$ cat src/rtl/fmean_defuzz.sv
module fmean_defuzz #(
  parameter int DW = 8,
  parameter int CW = 8,
  parameter int IW = 2
) (
  input  logic          clk,
  input  logic          rst_n,
  input  logic          in_valid,
  input  logic          in_last,
  input  logic          in_bypass,
  input  logic [DW-1:0] in_deg,
  input  logic [CW-1:0] in_cons,
  output logic          out_done,
  output logic [CW-1:0] out_y
);
  localparam int WW = DW + CW + IW;
  localparam int AW = DW + IW;
  localparam int NW = $clog2(CW + 1);

  logic [WW-1:0] wacc, wtot;
  logic [AW-1:0] aacc, atot;
  logic [DW+CW-1:0] prod;
  logic take;

  assign prod = in_deg * in_cons;
  assign wtot = wacc + WW'(prod);
  assign atot = aacc + AW'(in_deg);
  assign take = in_valid & in_last;

  always_ff @(posedge clk or negedge rst_n) begin
    if (!rst_n) begin
      wacc <= '0;
      aacc <= '0;
    end else if (in_valid) begin
      wacc <= in_last ? '0 : wtot;
      aacc <= in_last ? '0 : atot;
    end
  end

  logic [AW-1:0] rem, dvs;
  logic [CW-1:0] dlo;
  logic [NW-1:0] cnt;
  logic busy;
  logic [AW:0] trial, diff;
  logic ge;

  assign trial = {rem, dlo[CW-1]};
  assign diff  = trial - {1'b0, dvs};
  assign ge    = trial >= {1'b0, dvs};

  always_ff @(posedge clk or negedge rst_n) begin
    if (!rst_n) begin
      rem      <= '0;
      dvs      <= '0;
      dlo      <= '0;
      cnt      <= '0;
      busy     <= 1'b0;
      out_done <= 1'b0;
      out_y    <= '0;
    end else begin
      out_done <= 1'b0;
      if (take) begin
        if (in_bypass) begin
          out_y    <= wtot[DW +: CW];
          out_done <= 1'b1;
        end else if (atot == '0) begin
          out_y    <= '0;
          out_done <= 1'b1;
        end else begin
          rem  <= wtot[WW-1:CW];
          dlo  <= wtot[CW-1:0];
          dvs  <= atot;
          cnt  <= NW'(CW);
          busy <= 1'b1;
        end
      end else if (busy) begin
        rem <= ge ? diff[AW-1:0] : trial[AW-1:0];
        dlo <= {dlo[CW-2:0], ge};
        cnt <= cnt - 1'b1;
        if (cnt == NW'(1)) begin
          busy     <= 1'b0;
          out_done <= 1'b1;
          out_y    <= {dlo[CW-2:0], ge};
        end
      end
    end
  end
endmodule


$ cat config.mk
export PLATFORM = sky130hd
export DESIGN_NAME = fmean_defuzz
export DESIGN_NICKNAME = d
export VERILOG_FILES = /design/src/rtl/fmean_defuzz.sv
export SDC_FILE = /design/constraint.sdc
export NUM_CORES = 1
export LEC_CHECK = 0
export BUFFER_PORTS_ARGS = -buffer_cell sky130_fd_sc_hd__buf_2
export CAP_MARGIN = 20
export CORE_ASPECT_RATIO = 0.8
export CORE_MARGIN = 4
export CORE_UTILIZATION = 50
export DETAILED_ROUTE_END_ITERATION = 7
export MAX_ROUTING_LAYER = met4
export PLACE_DENSITY = 0.73
export SLEW_MARGIN = 20
export SYNTH_ARGS = -nofsm -noshare
export SYNTH_HDL_FRONTEND = slang
export SYNTH_SLANG_ARGS = --single-unit
export TNS_END_PERCENT = 1
$ cat constraint.sdc
create_clock -name clk -period 6.2 [get_ports clk]
set_input_delay 1.24 -clock clk [delete_from_list [all_inputs] [get_ports clk]]
set_output_delay 1.24 -clock clk [all_outputs]
set_load 0.01 [all_outputs]
==> load_flow_metrics.sql <==
INSERT INTO impl_metrics (metric_group, metric, value, unit) VALUES
('logic_synthesis', 'postSynthRegisterBits', '70', ''),
('clocking', 'cts_hold_buffers', '0', ''),
('layout', 'mostFrequentLayoutCells', '114 x inv_1, 82 x nand2_1, 70 x dfrtp_1', ''),
('clocking', 'htree_num_levels', '3', ''),
('floorplan', 'core.rowCount', '37', ''),
('logic_synthesis', 'netlist-cell-type-count', '59', ''),
('placement', 'gp_routability_congestion', '0.9077', ''),
('power', 'vdd.ir_drop.worst', '0.0002660', 'V'),
('grt', 'antenna_violations_before_repair', '0', ''),
('power', 'design_power', '4.217', 'mW'),
('job', 'drv.max_cap_violation_count', '0', ''),
('logic_synthesis', 'synth.avg_cell_area', '9.163', 'um2'),
('placement', 'io_buffers', '29', ''),
('clocking', 'cts_tree', 'built', ''),
('logic_synthesis', 'synth.cell_area', '6515', 'um2'),
('clocking', 'cts_resized', '0', ''),
('logic_synthesis', 'post_synth_main_area_contributors', 'dfrtp_1 27%, fa_1 16%, ha_1 12%', ''),
('clocking', 'clock_sinks', '70', ''),
('placement', 'placed_cell_area', '6854', 'um2'),
('hold_path', 'holdCritStartpoint', 'dvs[5]$_DFFE_PN0P_', ''),
('sta', 'hold_viol', '0', ''),
('worst_setup_path', 'rr_startpoint', 'wacc[4]$_DFFE_PN0P_', ''),
('floorplan', 'num_io_pins', '30', ''),
('logic_synthesis', 'synth_enable_flop_cells', '0', ''),
('routing', 'first_pass_iters', '5', ''),
('logic_synthesis', 'async_s_r_ff_share_synth', '100.0', '%'),
('sta', 'slew-limit-headroom', '38.39', '%'),
('worst_setup_path', 'cp_data_arrival_time', '6.04', 'ns'),
('clocking', 'insertion_delay', '0.34', 'ns'),
('worst_setup_path', 'timing.critical_path.to_type', 'flip-flop', ''),
('logic_synthesis', 'number_of_nets_produced_by_synthesis', '844', ''),
('floorplan', 'fp.dieArea', '14930', 'um2'),
('hold_path', 'hold_path_end', 'dvs[5]$_DFFE_PN0P_', ''),
('grt', 'grt_pass1_wl', '24990', 'um'),
('floorplan', 'core-area', '12820', 'um2'),
('layout', 'fill_cells', '1125', ''),
('hold_path', 'hold_depth', '2', ''),
('clocking', 'worst_setup_hold_path_clk_slew', '0.06', 'ns'),
('hold_path', 'worst_hold_path_type', 'reg2reg', ''),
('clocking', 'cts_buffers', '9', ''),
('layout', 'diodes', '0', ''),
('worst_setup_path', 'r2r_setup_slack', '1.20', 'ns'),
('sta', 'worstMarginPinSlew', '0.9241', 'ns'),
('outcome', 'status', 'finished clean', ''),
('sta', 'finalCritPeriodShare', '93.90', '%'),
('routing', 'route.final.wire_length', '15070', 'um'),
('floorplan', 'fp.dieW', '135.6', 'um'),
('routing', 'antenna_violating_nets_post_route', '0', ''),
('clocking', 'total_setup_buffers_inserted_after_cts', '0', ''),
('sta', 'clock.fmax', '171.8', 'MHz'),
('logic_synthesis', 'yosysTopAreaCell', 'dfrtp_1', ''),
('logic_synthesis', 'synth_flop_cell', 'dfrtp_1', ''),
('floorplan', 'initial_utilization', '50.80', '%'),
('worst_setup_path', 'worstRegToRegCells', '17', ''),
('placement', 'dpl.hpwl', '11540', 'um'),
('worst_setup_path', 'cp-start-kind', 'input port', ''),
('routing', 'remaining_drc_errors', '0', ''),
('worst_setup_path', 'cp_data_required_time', '6.42', 'ns'),
('layout', 'nNetsFinal', '873', ''),
('sta', 'maxSlewViolCount', '0', ''),
('sta', 'final_period_demand_of_the_worst_path', '5.822', 'ns'),
('worst_setup_path', 'worst-setup-path-type', 'in2reg', ''),
('logic_synthesis', 'yosysWarnings', '0', ''),
('layout', 'final_design_area_no_fill', '7193', 'um2'),
('logic_synthesis', 'synth_top_area_share', '26.89', '%'),
('routing', 'route.vias.total', '5093', ''),
('power', 'power.static_leakage', '3.623', 'nW'),
('clocking', 'clockBufferDepth', '2', ''),
('grt', 'overflow', '0', ''),
('grt', 'grt_max_degree', '71', ''),
('grt', 'grt_use_total', '21.82', '%');
==> power breakdown <==
group,switching (mW),total (mW),internal (mW)
logic,1.69,2.86,1.17
registers,0.117,0.760,0.643
clock network,0.200,0.595,0.395
==> Yosys cell counts, drive strengths merged, types with 2 or more instances <==
master / n
a2111oi: 2
a211o: 2
a211oi: 6
a21boi: 6
a21o: 5
a21oi: 27
a221o: 2
a22o: 6
and2: 36
and3: 2
and4: 3
buf: 4
clkbuf: 14
dfrtp: 70
fa: 52
ha: 60
inv: 115
mux2: 15
mux2i: 4
nand2: 82
nand2b: 7
nand3: 8
nand4: 6
nor2: 27
nor2b: 7
nor3: 9
nor3b: 2
o211a: 2
o211ai: 3
o21a: 2
o21ai: 58
o21bai: 2
o22a: 2
o22ai: 10
o2bb2ai: 11
o31ai: 3
o41ai: 2
or3: 4
xnor2: 15
xor2: 14
==> worst max-delay path, stage by stage <==
cell and delay, ns:
buf_2 0.17, and2_1 0.20, fa_1 0.51, fa_1 0.52, fa_1 0.54, inv_1 0.06, fa_1 0.53, inv_1 0.05
ha_1 0.35, a21oi_1 0.16, o21ai_1 0.13, o31ai_1 0.40, o21ai_0 0.22, o41ai_2 0.34, xor2_1 0.25, nor3_1 0.08
a221o_1 0.29
==> per-layer routing <==
layer | wire length [um] | GRT usage (%)
met1 | 6874 | 29.21
met3 | 746 | 3.947
met4 | 280 | 6.403
met2 | 7169 | 34.38
met5 | 0 | -
==> registers in the layout, summed over array words and instances, names as in the netlist <==
| register | cells |
|---|---|
| aacc | 10 |
| busy | 1 |
| cnt | 4 |
| dlo | 8 |
| dvs | 10 |
| out_done | 1 |
| out_y | 8 |
| rem | 10 |
| wacc | 18 |
==> how the worst max path moves through the flow <==
stage               slack (ns)  startpoint                   end
detailed placement        0.08   in_deg[1]  wacc[17]$_DFFE_PN0P_
global placement          0.18   in_deg[1]  out_y[7]$_DFFE_PN0P_
global route              0.09   in_deg[4]  wacc[17]$_DFFE_PN0P_
finish                    0.38   in_deg[1]  wacc[17]$_DFFE_PN0P_
floorplan                 0.50   in_deg[5]  wacc[17]$_DFFE_PN0P_
CTS                       0.41   in_deg[1]  wacc[17]$_DFFE_PN0P_
==> per-stage QoR <==
step                      setup WS, ns  instances  utilization, %  hold WS (ns)
after detailed placement       0.08421        904           53.45        0.4702
final                           0.3780        920           56.09        0.4858
after CTS                       0.4091        920           56.09        0.4831
after global placement          0.1826        904           53.45        0.4639
after global routing           0.08842        920           56.09        0.4997
after floorplan                 0.4962        711               -        0.4497
==> logic make-up (layout without fill, tap and decap cells) <==
logic type               after synthesis  count (layout)  share of synthesized area, %
AND/OR/NAND/NOR                      194             194                         14.46
AO/OA/AOI/OAI                        154             154                         15.77
buffers and inverters                133             167                         7.816
adder cells (fa/ha/maj)              112             112                         27.50
flip-flops                            70              70                         26.89
XOR/XNOR                              29              29                         3.899
multiplexers                          19              19                         3.668
==> cell type report <==
type                       count  area [um2]  share of cell area (%)
multi-input combinational    508        4254                   59.14
clock inverter                 5       106.4                   1.479
sequential                    70        1752                   24.35
inverter                     115       431.7                   6.001
clock buffer                  11       232.7                   3.235
tap                          175       219.0                   3.044
timing repair buffer          36       197.7                   2.748
Note: power is estimated with default switching activity, not from simulation.
